$ cat config.mk
export PLATFORM = sky130hd
export DESIGN_NAME = cand_seq_top
export DESIGN_NICKNAME = d
export VERILOG_FILES = /design/src/rtl/cand_seq_pkg.sv /design/src/rtl/cand_mask_gen.sv /design/src/rtl/cand_pick_low.sv /design/src/rtl/cand_seq_fsm.sv /design/src/rtl/cand_seq_top.sv
export SDC_FILE = /design/constraint.sdc
export NUM_CORES = 1
export LEC_CHECK = 0
export BUFFER_PORTS_ARGS = -buffer_cell sky130_fd_sc_hd__buf_4
export CAP_MARGIN = 20
export CELL_PAD_IN_SITES_DETAIL_PLACEMENT = 0
export CELL_PAD_IN_SITES_GLOBAL_PLACEMENT = 2
export CORE_ASPECT_RATIO = 0.6
export CORE_MARGIN = 2
export CORE_UTILIZATION = 35
export CTS_CLUSTER_DIAMETER = 40
export DETAILED_ROUTE_END_ITERATION = 10
export PLACE_DENSITY = 0.86
export SYNTH_ARGS = -nofsm -noshare
export SYNTH_HDL_FRONTEND = slang
export SYNTH_SLANG_ARGS = --single-unit
$ cat constraint.sdc
create_clock -name clk -period 2.95 [get_ports clk]
set_clock_uncertainty 0.2 [all_clocks]
set_input_delay 0.295 -clock clk [delete_from_list [all_inputs] [get_ports clk]]
set_output_delay 0.295 -clock clk [all_outputs]
set_load 0.005 [all_outputs]
$ cat src/rtl/cand_seq_pkg.sv
package cand_seq_pkg;

    localparam int NUM_STATES = 18;
    localparam int IDX_W      = $clog2(NUM_STATES);
    localparam int MAX_CAND   = 12;

    typedef logic [1:0] lvl_t;

    typedef struct packed {
        lvl_t a;
        lvl_t b;
        lvl_t c;
    } legs_t;

    typedef enum logic [0:0] {
        SEQ_IDLE = 1'b0,
        SEQ_EMIT = 1'b1
    } seq_state_e;

    // Leg levels of each state index; numbering is part of the controller interface.
    function automatic legs_t legs_of(input logic [IDX_W-1:0] idx);
        legs_t l;
        unique case (idx)
            5'd0:    l = '{a: 2'd0, b: 2'd0, c: 2'd0};
            5'd1:    l = '{a: 2'd2, b: 2'd0, c: 2'd0};
            5'd2:    l = '{a: 2'd2, b: 2'd2, c: 2'd0};
            5'd3:    l = '{a: 2'd0, b: 2'd2, c: 2'd0};
            5'd4:    l = '{a: 2'd0, b: 2'd2, c: 2'd2};
            5'd5:    l = '{a: 2'd0, b: 2'd0, c: 2'd2};
            5'd6:    l = '{a: 2'd2, b: 2'd0, c: 2'd2};
            5'd7:    l = '{a: 2'd2, b: 2'd2, c: 2'd2};
            5'd8:    l = '{a: 2'd1, b: 2'd2, c: 2'd0};
            5'd9:    l = '{a: 2'd0, b: 2'd2, c: 2'd1};
            5'd10:   l = '{a: 2'd1, b: 2'd0, c: 2'd2};
            5'd11:   l = '{a: 2'd2, b: 2'd0, c: 2'd1};
            5'd12:   l = '{a: 2'd1, b: 2'd0, c: 2'd0};
            5'd13:   l = '{a: 2'd2, b: 2'd2, c: 2'd1};
            5'd14:   l = '{a: 2'd1, b: 2'd2, c: 2'd1};
            5'd15:   l = '{a: 2'd1, b: 2'd2, c: 2'd2};
            5'd16:   l = '{a: 2'd0, b: 2'd0, c: 2'd1};
            5'd17:   l = '{a: 2'd1, b: 2'd0, c: 2'd1};
            default: l = '{a: 2'd0, b: 2'd0, c: 2'd0};
        endcase
        return l;
    endfunction

    // True when two levels sit at opposite rails of a three-level leg.
    function automatic logic full_step(input lvl_t x, input lvl_t y);
        return ((x == 2'd0) && (y == 2'd2)) || ((x == 2'd2) && (y == 2'd0));
    endfunction

endpackage

$ cat src/rtl/cand_mask_gen.sv
module cand_mask_gen
    import cand_seq_pkg::*;
#(
    parameter int N = NUM_STATES,
    parameter int W = IDX_W
) (
    input  logic [W-1:0] base_i,
    output logic [N-1:0] mask_o
);

    legs_t base_l;
    logic  mid_mid;

    assign base_l  = legs_of(base_i);
    assign mid_mid = (base_l.a == 2'd1) && (base_l.c == 2'd1);

    for (genvar g = 0; g < N; g++) begin : g_cand
        legs_t cl;
        logic  ac_ok;
        logic  b_ok;
        assign cl     = legs_of(W'(g));
        assign ac_ok  = !full_step(base_l.a, cl.a) && !full_step(base_l.c, cl.c);
        assign b_ok   = !mid_mid || (cl.b == base_l.b);
        assign mask_o[g] = ac_ok && b_ok;
    end

endmodule

$ cat src/rtl/cand_pick_low.sv
module cand_pick_low
    import cand_seq_pkg::*;
#(
    parameter int N = NUM_STATES,
    parameter int W = IDX_W
) (
    input  logic [N-1:0] mask_i,
    output logic [W-1:0] idx_o,
    output logic         single_o
);

    always_comb begin
        idx_o = '0;
        for (int i = N - 1; i >= 0; i--) begin
            if (mask_i[i]) begin
                idx_o = W'(i);
            end
        end
    end

    assign single_o = ((mask_i & (mask_i - N'(1))) == '0);

endmodule

$ cat src/rtl/cand_seq_fsm.sv
module cand_seq_fsm
    import cand_seq_pkg::*;
#(
    parameter int N = NUM_STATES,
    parameter int W = IDX_W,
    parameter int M = MAX_CAND
) (
    input  logic         clk,
    input  logic         rst_n,
    input  logic         start_i,
    input  logic [W-1:0] base_i,
    input  logic [N-1:0] mask_i,
    output logic         valid_o,
    output logic [W-1:0] idx_o,
    output logic         last_o,
    output logic         busy_o
);

    localparam logic [N-1:0] ONE = N'(1);

    seq_state_e   st_q, st_d;
    logic [N-1:0] rem_q, rem_d;
    logic [W-1:0] base_q, base_d;
    logic [W-1:0] pick_idx;
    logic         pick_single;

    cand_pick_low #(.N(N), .W(W)) u_pick (
        .mask_i   (rem_q),
        .idx_o    (pick_idx),
        .single_o (pick_single)
    );

    // State register
    always_ff @(posedge clk or negedge rst_n) begin
        if (!rst_n) begin
            st_q   <= SEQ_IDLE;
            rem_q  <= '0;
            base_q <= '0;
        end else begin
            st_q   <= st_d;
            rem_q  <= rem_d;
            base_q <= base_d;
        end
    end

    // Next state
    always_comb begin
        st_d   = st_q;
        rem_d  = rem_q;
        base_d = base_q;
        unique case (st_q)
            SEQ_IDLE: begin
                if (start_i) begin
                    st_d   = SEQ_EMIT;
                    rem_d  = mask_i;
                    base_d = base_i;
                end
            end
            SEQ_EMIT: begin
                rem_d = rem_q & ~(ONE << pick_idx);
                if (pick_single) begin
                    st_d = SEQ_IDLE;
                end
            end
            default: st_d = SEQ_IDLE;
        endcase
    end

    // Outputs
    always_comb begin
        valid_o = 1'b0;
        last_o  = 1'b0;
        busy_o  = 1'b0;
        idx_o   = '0;
        unique case (st_q)
            SEQ_IDLE: ;
            SEQ_EMIT: begin
                valid_o = 1'b1;
                busy_o  = 1'b1;
                idx_o   = pick_idx;
                last_o  = pick_single;
            end
            default: ;
        endcase
    end

    // Checker state: entries emitted in the running sequence
    logic [W:0] emit_cnt;
    always_ff @(posedge clk or negedge rst_n) begin
        if (!rst_n) begin
            emit_cnt <= '0;
        end else if (st_q == SEQ_IDLE) begin
            emit_cnt <= '0;
        end else begin
            emit_cnt <= emit_cnt + 1'b1;
        end
    end

    assert_no_ac_jump_R5: assert property (@(posedge clk) disable iff (!rst_n)
        valid_o |-> (!full_step(legs_of(base_q).a, legs_of(idx_o).a) &&
                     !full_step(legs_of(base_q).c, legs_of(idx_o).c)));

    assert_ascending_R4: assert property (@(posedge clk) disable iff (!rst_n)
        (valid_o && $past(valid_o)) |-> (idx_o > $past(idx_o)));

    assert_idle_after_last_R4: assert property (@(posedge clk) disable iff (!rst_n)
        last_o |=> !valid_o);

    assert_count_cap_R7: assert property (@(posedge clk) disable iff (!rst_n)
        valid_o |-> (emit_cnt < (W+1)'(M)));

    assert_in_range_R5: assert property (@(posedge clk) disable iff (!rst_n)
        valid_o |-> (idx_o < W'(N)));

endmodule

$ cat src/rtl/cand_seq_top.sv
module cand_seq_top
    import cand_seq_pkg::*;
#(
    parameter int N = NUM_STATES,
    parameter int W = IDX_W,
    parameter int M = MAX_CAND
) (
    input  logic         clk,
    input  logic         rst_n,
    input  logic         start,
    input  logic         apply,
    input  logic [W-1:0] apply_idx,
    output logic         cand_valid,
    output logic [W-1:0] cand_idx,
    output logic         cand_last,
    output logic         busy,
    output logic [W-1:0] applied_idx
);

    logic [W-1:0] applied_q;
    logic [N-1:0] perm_mask;
    logic         apply_ok;

    assign apply_ok = apply && (apply_idx < W'(N));

    always_ff @(posedge clk or negedge rst_n) begin
        if (!rst_n) begin
            applied_q <= '0;
        end else if (apply_ok) begin
            applied_q <= apply_idx;
        end
    end

    assign applied_idx = applied_q;

    cand_mask_gen #(.N(N), .W(W)) u_mask (
        .base_i (applied_q),
        .mask_o (perm_mask)
    );

    cand_seq_fsm #(.N(N), .W(W), .M(M)) u_fsm (
        .clk     (clk),
        .rst_n   (rst_n),
        .start_i (start),
        .base_i  (applied_q),
        .mask_i  (perm_mask),
        .valid_o (cand_valid),
        .idx_o   (cand_idx),
        .last_o  (cand_last),
        .busy_o  (busy)
    );

    assert_hold_without_apply_R2: assert property (@(posedge clk) disable iff (!rst_n)
        !apply |=> $stable(applied_idx));

    assert_range_guard_R2: assert property (@(posedge clk) disable iff (!rst_n)
        (apply && (apply_idx >= W'(N))) |=> $stable(applied_idx));

    assert_applied_in_range_R2: assert property (@(posedge clk) disable iff (!rst_n)
        applied_idx < W'(N));

endmodule

==> impl_metrics.prom, run 1 <==
# TYPE chip_impl_metric gauge
chip_impl_info{name="outcome",value="completed"} 1
chip_impl_metric{name="switching_share",unit="%"} 47.4
chip_impl_metric{name="drtPass1Iterations",unit=""} 5
chip_impl_metric{name="timing_hold_violations_final",unit=""} 0
chip_impl_metric{name="synth_enable_flop_cells",unit=""} 0
chip_impl_metric{name="final_layout_size_suffix_gt1_share",unit="%"} 32.7
chip_impl_metric{name="postRouteAntennaNets",unit=""} 0
chip_impl_metric{name="max_freq",unit="GHz"} 0.340
chip_impl_metric{name="hold_path_depth",unit=""} 2
chip_impl_metric{name="vias",unit=""} 2112
chip_impl_metric{name="place.detailed.hpwl",unit="mm"} 4.79
chip_impl_metric{name="mean_cell_area_of_the_mapped_netlist",unit="µm²"} 8.28
chip_impl_info{name="cts_tree",value="built"} 1
chip_impl_metric{name="drt_iter0_drc",unit=""} 193
chip_impl_metric{name="minimum_setup_slack_among_reg_to_reg_paths",unit="ns"} 0.29
chip_impl_metric{name="dp_worst_setup_slack",unit="ns"} 0.182
chip_impl_metric{name="final_design_area_no_fill",unit="µm²"} 2570
chip_impl_metric{name="worst_relative_slew_slack",unit="%"} 56.6
chip_impl_metric{name="globalRouteMet2Util",unit="%"} 26.8
chip_impl_metric{name="cts_max_level",unit=""} 1
chip_impl_metric{name="slew_violations",unit=""} 0
chip_impl_metric{name="post_synth_num_cell_types",unit=""} 61
chip_impl_metric{name="worst_ep_arrival_time",unit="ns"} 2.45
chip_impl_metric{name="global_route.overflow_total",unit=""} 0
chip_impl_metric{name="yosys_warnings",unit=""} 0
chip_impl_metric{name="remaining_drc_errors",unit=""} 0
chip_impl_metric{name="max_cap_violations",unit=""} 0
chip_impl_info{name="worstHoldStart",value="apply_idx[0]"} 1
chip_impl_metric{name="gp_congestion",unit=""} 0.858
chip_impl_metric{name="setup_total_negative_slack",unit="ns"} 0
chip_impl_metric{name="power.share.combinational",unit="%"} 68.8
chip_impl_info{name="grt_most_used_layer",value="met1"} 1
chip_impl_metric{name="worst-endpoint-required",unit="ns"} 2.46
chip_impl_metric{name="post_drt_via_cell_ratio",unit=""} 5.80
chip_impl_metric{name="floorplan.rows",unit=""} 21
chip_impl_metric{name="clkSinkCount",unit=""} 24
chip_impl_metric{name="placed_cells_incl_taps",unit=""} 343
chip_impl_metric{name="setup-violations-final",unit=""} 0
chip_impl_metric{name="finalHoldWorstSlack",unit="ns"} 0.0425
chip_impl_metric{name="worst-slew-pin-transition",unit="ns"} 0.651
chip_impl_metric{name="clock_power_share",unit="%"} 10.3
chip_impl_metric{name="p_int",unit="W"} 0.00153
chip_impl_metric{name="area_growth_syn_to_layout",unit="%"} 29.0
chip_impl_info{name="r2r-end",value="u_fsm.rem_q[6]"} 1
chip_impl_info{name="synth.area.top_cells",value="sky130_fd_sc_hd__dfrtp_1, sky130_fd_sc_hd__nor2_1, sky130_fd_sc_hd__nand2_1"} 1
chip_impl_info{name="ys.flop_type",value="sky130_fd_sc_hd__dfrtp_1"} 1
chip_impl_metric{name="grt_pass1_vias",unit=""} 1986
chip_impl_metric{name="synth_top_area_share",unit="%"} 30.1
chip_impl_metric{name="pwr_density_cell",unit="nW/µm²"} 1130
chip_impl_metric{name="fp.dieArea",unit="µm²"} 6340
chip_impl_metric{name="grt.met3_usage",unit="%"} 4.14
chip_impl_metric{name="final_period_minus_worst_setup_slack",unit="ns"} 2.95
chip_impl_metric{name="finalCritPeriodShare",unit="%"} 99.8
chip_impl_metric{name="crit_path_max_fanout",unit=""} 4
chip_impl_metric{name="grt_util_all_layers",unit="%"} 21.8
chip_impl_metric{name="synth_area",unit="µm²"} 2000
chip_impl_metric{name="design.portCount",unit=""} 22
chip_impl_metric{name="post_dp_cell_area",unit="µm²"} 2300
chip_impl_metric{name="grt_first_pass_wirelength",unit="mm"} 10.8
chip_impl_metric{name="num-nets-final",unit=""} 299
chip_impl_metric{name="vdd.ir_drop.worst",unit="mV"} 0.479
chip_impl_metric{name="synth_nets",unit=""} 255
chip_impl_metric{name="total_core_area",unit="µm²"} 5540
chip_impl_metric{name="fp.dieH",unit="µm"} 62.5
chip_impl_metric{name="r2r.worst_path.cells",unit=""} 8
chip_impl_info{name="worst_setup_path_start_kind",value="flop"} 1
chip_impl_metric{name="async_flop_share",unit="%"} 100
chip_impl_metric{name="worstSkewPairLatency",unit="ns"} 0.28
chip_impl_info{name="timing.critical_path.to_type",value="primary output"} 1
chip_impl_metric{name="power_leakage",unit="nW"} 1.12
chip_impl_metric{name="grt_antenna_before_repair",unit=""} 0
chip_impl_metric{name="final-instance-count-excl-fill",unit=""} 364
chip_impl_metric{name="ys_ff_latch",unit=""} 24
chip_impl_metric{name="die_x_extent",unit="µm"} 101
chip_impl_info{name="rsz_0062_raised_after_global_routing",value="true"} 1
chip_impl_info{name="post-synth-top-area-cell",value="sky130_fd_sc_hd__dfrtp_1"} 1
chip_impl_metric{name="clkTransAtPathRegs",unit="ns"} 0.09
chip_impl_metric{name="antenna_cells",unit=""} 0
chip_impl_metric{name="count_of_input_and_output_buffers",unit=""} 21
chip_impl_info{name="rr_startpoint",value="applied_idx[1]"} 1
chip_impl_metric{name="drt-total-wl",unit="mm"} 6.58
chip_impl_info{name="type_of_the_worst_min_delay_path",value="input port to flop"} 1
chip_impl_metric{name="numCtsBuffers",unit=""} 3
chip_impl_info{name="root_buffer_cell",value="sky130_fd_sc_hd__clkbuf_8"} 1
chip_impl_metric{name="clk_path_buf_depth",unit=""} 2
chip_impl_info{name="worst-setup-path-type",value="flop to primary output"} 1
chip_impl_metric{name="route.detailed.wl_per_inst",unit="µm"} 18.1
chip_impl_metric{name="initial_utilization",unit="%"} 36.0
chip_impl_metric{name="final.setup.worst_slack",unit="ns"} 0.00494
chip_impl_metric{name="yosysSeqAreaShare",unit="%"} 30.1
chip_impl_metric{name="synthCells",unit=""} 241
chip_impl_info{name="hold-path-endpoint",value="applied_idx[0]"} 1
chip_impl_metric{name="maximum_number_of_pins_on_one_net_before_global_route_repair",unit=""} 25
chip_impl_metric{name="netSwitchingPower",unit="W"} 0.00138
chip_impl_metric{name="grt_use_met1",unit="%"} 38.1
chip_impl_metric{name="seq_power_share",unit="%"} 21.0
## synthesized netlist by cell type, types with 2 or more instances
cell type                  number
sky130_fd_sc_hd__nor2_1        32
sky130_fd_sc_hd__a21o_1         2
sky130_fd_sc_hd__inv_1         11
sky130_fd_sc_hd__clkbuf_1      11
sky130_fd_sc_hd__or3_1          2
sky130_fd_sc_hd__nand4_1        2
sky130_fd_sc_hd__buf_6          2
sky130_fd_sc_hd__or4_1          3
sky130_fd_sc_hd__a311oi_1       2
sky130_fd_sc_hd__o211ai_1       4
sky130_fd_sc_hd__nand2_1       24
sky130_fd_sc_hd__o21ai_1        2
sky130_fd_sc_hd__nor4_1         4
sky130_fd_sc_hd__o21ai_0       12
sky130_fd_sc_hd__o31ai_1        8
sky130_fd_sc_hd__o311ai_0       6
sky130_fd_sc_hd__ha_1           5
sky130_fd_sc_hd__a21oi_1       13
sky130_fd_sc_hd__dfrtp_1       24
sky130_fd_sc_hd__a32oi_1        2
sky130_fd_sc_hd__a31oi_1        3
sky130_fd_sc_hd__nand3_1        5
sky130_fd_sc_hd__a221oi_1       2
sky130_fd_sc_hd__buf_2          3
sky130_fd_sc_hd__buf_4          2
sky130_fd_sc_hd__nor3_1         5
sky130_fd_sc_hd__or2_2          2
sky130_fd_sc_hd__mux2_2         6
sky130_fd_sc_hd__nor2b_1        7
sky130_fd_sc_hd__nand2b_1       2
sky130_fd_sc_hd__a211oi_1       3
## stage by stage
| stage | utilization (%) | total power, W |
|---|---|---|
| after CTS | 44.4 | 0.00271 |
| after global routing | 46.4 | 0.00313 |
| after floorplan | - | 0.00164 |
| after global placement | 41.5 | 0.00232 |
| after detailed placement | 41.5 | 0.00229 |
| final | 46.4 | 0.00291 |
## power groups by stage
stage | Clock (W) | Combinational, W | Sequential, W
after floorplan | 0 | 0.00111 | 0.000523
after global placement | 0 | 0.00172 | 0.000605
after detailed placement | 0 | 0.00168 | 0.000602
after CTS | 0.000302 | 0.00181 | 0.000600
after global routing | 0.000318 | 0.00219 | 0.000624
final | 0.000299 | 0.00200 | 0.000610
## kinds of logic after synthesis
| logic type | after synthesis | share of synthesized area, % |
|---|---|---|
| xor gates and xnor gates | 1 | 0.439 |
| adders and majority gates | 6 | 3.64 |
| DFF | 24 | 30.1 |
| buffers and inverters | 29 | 6.77 |
| AOI/OAI and AO/OA | 78 | 29.3 |
| and+or+nand+nor | 96 | 25.3 |
| muxes | 7 | 4.51 |
## layout make-up
| type | instances | area, µm² |
|---|---|---|
| inverter | 11 | 41.3 |
| clock inverter | 1 | 30.0 |
| clock buffer | 3 | 41.3 |
| multi-input combinational | 188 | 1310 |
| fill | 550 | 2970 |
| sequential | 24 | 611 |
| tap | 80 | 100 |
| timing repair buffer | 57 | 443 |
## per-layer routing
layer / up-vias / part of all wire, %
li1: 994 / -
met1: 1010 / 53
met2: 106 / 38
met3: 2 / 8.2
met4: 0 / 0.41
met5: - / 0
## worst max-delay path: stages (launching register included)
cell and delay [ns]:
sky130_fd_sc_hd__dfrtp_1 0.42, sky130_fd_sc_hd__or4_4 0.60, sky130_fd_sc_hd__o41ai_4 0.34, sky130_fd_sc_hd__o21ai_2 0.11
sky130_fd_sc_hd__nand4b_4 0.19, sky130_fd_sc_hd__a2111oi_4 0.35, sky130_fd_sc_hd__buf_4 0.17
## flip-flops by register name (all words and copies together) (netlist names)
name / count
u_fsm.rem_q: 18
applied_idx: 5
u_fsm.st_q: 1
## worst max path at each step
stage	slack, ns	cells after the start	from	endpoint
final	0.005	6	u_fsm.rem_q[4]	cand_last
after global routing	-0.07	6	u_fsm.rem_q[4]	cand_last
after CTS	0.0007	7	u_fsm.rem_q[2]	cand_last
after detailed placement	0.18	6	u_fsm.rem_q[2]	cand_last
after global placement	0.27	6	u_fsm.rem_q[2]	cand_last
after floorplan	0.44	8	applied_idx[0]	u_fsm.rem_q[16]
## layout by cell type (no fill, tap or decap), types with 6 or more instances in the layout
cell	count
sky130_fd_sc_hd__mux2_2	6
sky130_fd_sc_hd__nor2_1	31
sky130_fd_sc_hd__o311ai_0	6
sky130_fd_sc_hd__inv_1	11
sky130_fd_sc_hd__nor2b_1	7
sky130_fd_sc_hd__dfrtp_2	8
sky130_fd_sc_hd__dfrtp_1	16
sky130_fd_sc_hd__o31ai_1	8
sky130_fd_sc_hd__buf_4	55
sky130_fd_sc_hd__a21oi_1	13
sky130_fd_sc_hd__o21ai_0	11
sky130_fd_sc_hd__nand2_1	24
## repair_timing
action                                  4_1_cts  5_1_grt
gates cloned                                  0        0
hold endpoints to repair                     24        0
pin swaps                                     5        6
hold buffers                                  1        0
endpoints found under the setup margin        1        1
resized for setup                             8       10
buffers inserted                              5       11
No activity file was read; power rests on OpenSTA's default activity.
==> run 2, diff against run 1 <==
CORE_UTILIZATION = 36   (was 35)
PLACE_DENSITY = 0.87   (was 0.86)
SYNTH_HIERARCHICAL = 1   (was default)
==> run 2 against run 1 <==
Clock power down 2%. Clock-buffer cell count unchanged. Worst hold slack worse by 0.0089 ns. Utilization down 3.4 points. Final cell count down 9.6%. Power down 13%. Synthesized cell count down 2.9%. Critical endpoint unchanged. Largest power group unchanged. Highest routed layer unchanged.
==> impl_metrics.prom, run 2 <==
# TYPE chip_impl_metric gauge
chip_impl_info{name="outcome",value="completed"} 1
chip_impl_metric{name="vdd.ir_drop.worst",unit="mV"} 0.431
chip_impl_info{name="rsz_0062_raised_after_global_routing",value="false"} 1
chip_impl_info{name="worst_setup_path_endpoint",value="cand_last"} 1
chip_impl_metric{name="floorplan.rows",unit=""} 21
chip_impl_metric{name="clkSinkCount",unit=""} 24
chip_impl_metric{name="switching_share",unit="%"} 47.9
chip_impl_metric{name="place.detailed.hpwl",unit="mm"} 4.30
chip_impl_metric{name="minimum_setup_slack_among_reg_to_reg_paths",unit="ns"} 0.27
chip_impl_metric{name="clk_path_buf_depth",unit=""} 2
chip_impl_metric{name="synthCells",unit=""} 234
chip_impl_metric{name="p_int",unit="W"} 0.00132
chip_impl_metric{name="die_x_extent",unit="µm"} 101
chip_impl_metric{name="netSwitchingPower",unit="W"} 0.00121
chip_impl_metric{name="numCtsBuffers",unit=""} 3
chip_impl_info{name="type_of_the_worst_min_delay_path",value="input port to flop"} 1
chip_impl_metric{name="fill_cells",unit=""} 548
chip_impl_metric{name="grt_pass1_vias",unit=""} 1690
chip_impl_metric{name="worst-endpoint-required",unit="ns"} 2.46
chip_impl_info{name="ys.flop_type",value="sky130_fd_sc_hd__dfrtp_1"} 1
chip_impl_metric{name="clkTransAtPathRegs",unit="ns"} 0.09
chip_impl_metric{name="max_freq",unit="GHz"} 0.358
chip_impl_info{name="rr_startpoint",value="u_fsm/rem_q[10]"} 1
chip_impl_metric{name="vias",unit=""} 1908
chip_impl_metric{name="synth_nets",unit=""} 248
chip_impl_metric{name="pwr_density_cell",unit="nW/µm²"} 1070
chip_impl_info{name="root_buffer_cell",value="sky130_fd_sc_hd__clkbuf_8"} 1
chip_impl_metric{name="dp_worst_setup_slack",unit="ns"} 0.378
chip_impl_metric{name="synth_enable_flop_cells",unit=""} 0
chip_impl_metric{name="power.share.combinational",unit="%"} 65.5
chip_impl_metric{name="finalPower",unit="W"} 0.00253
chip_impl_metric{name="setup_total_negative_slack",unit="ns"} 0
chip_impl_metric{name="grt_util_all_layers",unit="%"} 18.1
chip_impl_metric{name="power_leakage",unit="nW"} 0.944
chip_impl_metric{name="seq_power_share",unit="%"} 22.9
chip_impl_metric{name="timing_hold_violations_final",unit=""} 0
chip_impl_metric{name="mean_cell_area_of_the_mapped_netlist",unit="µm²"} 8.70
chip_impl_metric{name="total_core_area",unit="µm²"} 5520
chip_impl_info{name="cts_tree",value="built"} 1
chip_impl_metric{name="post_drt_via_cell_ratio",unit=""} 5.80
chip_impl_metric{name="count_of_input_and_output_buffers",unit=""} 21
chip_impl_metric{name="ys_ff_latch",unit=""} 24
chip_impl_metric{name="maximum_number_of_pins_on_one_net_before_global_route_repair",unit=""} 25
chip_impl_metric{name="drtPass1Iterations",unit=""} 5
chip_impl_metric{name="gp_congestion",unit=""} 0.870
chip_impl_info{name="r2r-end",value="u_fsm/rem_q[4]"} 1
chip_impl_info{name="timing.critical_path.to_type",value="primary output"} 1
chip_impl_metric{name="yosysSeqAreaShare",unit="%"} 29.5
chip_impl_metric{name="largest_reg_flops",unit=""} 18
chip_impl_metric{name="clock_power_share",unit="%"} 11.6
chip_impl_info{name="synth.area.top_cells",value="sky130_fd_sc_hd__dfrtp_1, sky130_fd_sc_hd__mux2i_1, sky130_fd_sc_hd__a21oi_1"} 1
chip_impl_metric{name="crit_path_max_fanout",unit=""} 5
chip_impl_metric{name="r2r.worst_path.cells",unit=""} 7
chip_impl_metric{name="route.detailed.wl_per_inst",unit="µm"} 16.4
chip_impl_metric{name="worst_relative_slew_slack",unit="%"} 48.5
chip_impl_info{name="post-synth-top-area-cell",value="sky130_fd_sc_hd__dfrtp_1"} 1
chip_impl_metric{name="async_flop_share",unit="%"} 100
chip_impl_info{name="layout_common_cells",value="sky130_fd_sc_hd__buf_4, sky130_fd_sc_hd__dfrtp_1, sky130_fd_sc_hd__a21oi_1, sky130_fd_sc_hd__o21ai_1, sky130_fd_sc_hd__nand2_1"} 1
chip_impl_metric{name="post_dp_cell_area",unit="µm²"} 2290
chip_impl_metric{name="max_cap_violations",unit=""} 0
chip_impl_metric{name="globalRouteMet2Util",unit="%"} 22.2
chip_impl_metric{name="finalHoldWorstSlack",unit="ns"} 0.0336
chip_impl_info{name="worst_setup_path_start_kind",value="flop"} 1
chip_impl_metric{name="final.setup.worst_slack",unit="ns"} 0.160
chip_impl_metric{name="global_route.overflow_total",unit=""} 0
chip_impl_metric{name="grt.met3_usage",unit="%"} 3.38
chip_impl_info{name="worst-setup-path-type",value="flop to primary output"} 1
chip_impl_metric{name="hold_path_depth",unit=""} 3
chip_impl_metric{name="area_growth_syn_to_layout",unit="%"} 16.7
chip_impl_metric{name="worstSkewPairLatency",unit="ns"} 0.28
chip_impl_metric{name="worst-slew-pin-transition",unit="ns"} 0.773
chip_impl_info{name="synthMostInstantiatedCell",value="sky130_fd_sc_hd__dfrtp_1"} 1
chip_impl_info{name="grt_most_used_layer",value="met1"} 1
chip_impl_metric{name="initial_utilization",unit="%"} 36.9
chip_impl_metric{name="setup-violations-final",unit=""} 0
chip_impl_info{name="commonest_cells_post_synth",value="sky130_fd_sc_hd__dfrtp_1, sky130_fd_sc_hd__a21oi_1, sky130_fd_sc_hd__o21ai_1, sky130_fd_sc_hd__nand2_1, sky130_fd_sc_hd__nor2_1"} 1
chip_impl_metric{name="drt_iter0_drc",unit=""} 171
chip_impl_metric{name="antenna_cells",unit=""} 0
chip_impl_info{name="final_common_cell",value="sky130_fd_sc_hd__buf_4"} 1
chip_impl_metric{name="postCtsSetupBuffers",unit=""} 0
chip_impl_metric{name="design.portCount",unit=""} 22
chip_impl_metric{name="finalCritPeriodShare",unit="%"} 94.6
chip_impl_metric{name="cts_max_level",unit=""} 1
chip_impl_info{name="registers.top_by_ff_count",value="u_fsm/rem_q"} 1
chip_impl_metric{name="slew_violations",unit=""} 0
chip_impl_metric{name="remaining_drc_errors",unit=""} 0
chip_impl_metric{name="fp.dieH",unit="µm"} 62.3
chip_impl_metric{name="final_layout_size_suffix_gt1_share",unit="%"} 24.2
chip_impl_metric{name="grt_antenna_before_repair",unit=""} 0
chip_impl_info{name="critPathLaunch",value="u_fsm/rem_q[3]"} 1
chip_impl_metric{name="final_design_area_no_fill",unit="µm²"} 2370
chip_impl_metric{name="grt_first_pass_wirelength",unit="mm"} 9.00
chip_impl_metric{name="drt-total-wl",unit="mm"} 5.40
chip_impl_metric{name="synth_top_area_share",unit="%"} 29.5
chip_impl_metric{name="post_synth_num_cell_types",unit=""} 53
chip_impl_metric{name="synth_area",unit="µm²"} 2040
chip_impl_metric{name="fp.dieArea",unit="µm²"} 6290
chip_impl_metric{name="num-nets-final",unit=""} 275
chip_impl_metric{name="worst_ep_arrival_time",unit="ns"} 2.30
chip_impl_metric{name="postRouteAntennaNets",unit=""} 0
chip_impl_metric{name="yosys_warnings",unit=""} 6
chip_impl_metric{name="final_period_minus_worst_setup_slack",unit="ns"} 2.79
chip_impl_metric{name="grt_use_met1",unit="%"} 31.6
run 2: changes by cell type in the layout (fill, tap and decap cells not counted), moves of 8 or more:
cell                      change
sky130_fd_sc_hd__a21oi_1     +10
sky130_fd_sc_hd__mux2i_1     +12
sky130_fd_sc_hd__dfrtp_2      -8
sky130_fd_sc_hd__dfrtp_1      +8
sky130_fd_sc_hd__buf_4       -22
sky130_fd_sc_hd__nor2_1      -14
sky130_fd_sc_hd__o21ai_1     +18
run 2: kinds of logic after synthesis:
group / share of synthesized area [%]
and+or+nand+nor: 24.0
DFF: 29.5
muxes: 9.59
adders and majority gates: 3.07
buffers and inverters: 5.90
xor gates and xnor gates: 0.430
AOI/OAI and AO/OA: 27.5
run 2: routing by layer:
| metal | vias up | wire length, µm | share of wire, % |
|---|---|---|---|
| met5 | - | 0 | 0 |
| met3 | 5 | 548 | 10 |
| met2 | 83 | 2040 | 38 |
| met1 | 893 | 2770 | 51 |
| met4 | 0 | 36 | 0.67 |
| li1 | 927 | - | - |
run 2: worst min-delay path by stage:
stage	startpoint	to	slack, ns
after floorplan	rst_n	applied_idx[0]	-0.20
after global placement	rst_n	u_fsm/rem_q[4]	0.02
after detailed placement	rst_n	u_fsm/rem_q[6]	0.02
after CTS	start	u_fsm/st_q	0.03
after global routing	apply_idx[0]	applied_idx[0]	0.03
final	start	u_fsm/st_q	0.03
run 2: critical path, stage by stage, from the launching register on:
cell and delay, ns:
sky130_fd_sc_hd__dfrtp_1 0.39, sky130_fd_sc_hd__or4_4 0.57, sky130_fd_sc_hd__nand3b_4 0.19, sky130_fd_sc_hd__o31ai_2 0.24, sky130_fd_sc_hd__o21ai_1 0.12, sky130_fd_sc_hd__nor3_2 0.23, sky130_fd_sc_hd__and2_1 0.18, sky130_fd_sc_hd__buf_4 0.11
run 2: layout make-up:
| cell class | count | area [µm²] | share of cell area, % |
|---|---|---|---|
| Tap cell | 69 | 86.3 | 3.64 |
| Timing Repair Buffer | 34 | 258 | 10.9 |
| Inverter | 11 | 41.3 | 1.74 |
| Multi-Input combinational cell | 187 | 1320 | 55.5 |
| Clock buffer | 3 | 41.3 | 1.74 |
| Clock inverter | 1 | 30.0 | 1.26 |
| Sequential cell | 24 | 601 | 25.3 |
run 2: metrics by stage:
step / util [%] / std cells
4_1_cts: 43.0 / 329
3_5_place_dp: 41.6 / 324
5_1_grt: 43.0 / 329
6_report: 43.0 / 329
2_1_floorplan: - / 234
3_3_place_gp: 41.6 / 324
run 2: power by group through the flow:
stage               registers [W]  clock network, W  logic (W)
floorplan                0.000527                 0    0.00110
global placement         0.000586                 0    0.00165
detailed placement       0.000584                 0    0.00161
CTS                      0.000577          0.000300    0.00162
global route             0.000603          0.000318    0.00180
finish                   0.000581          0.000293    0.00166
run 2: repair_timing:
item,4_1_cts,5_1_grt
gates resized for setup,0,0
endpoints found under the setup margin,0,0
hold endpoints to repair,24,0
hold buffers,1,0
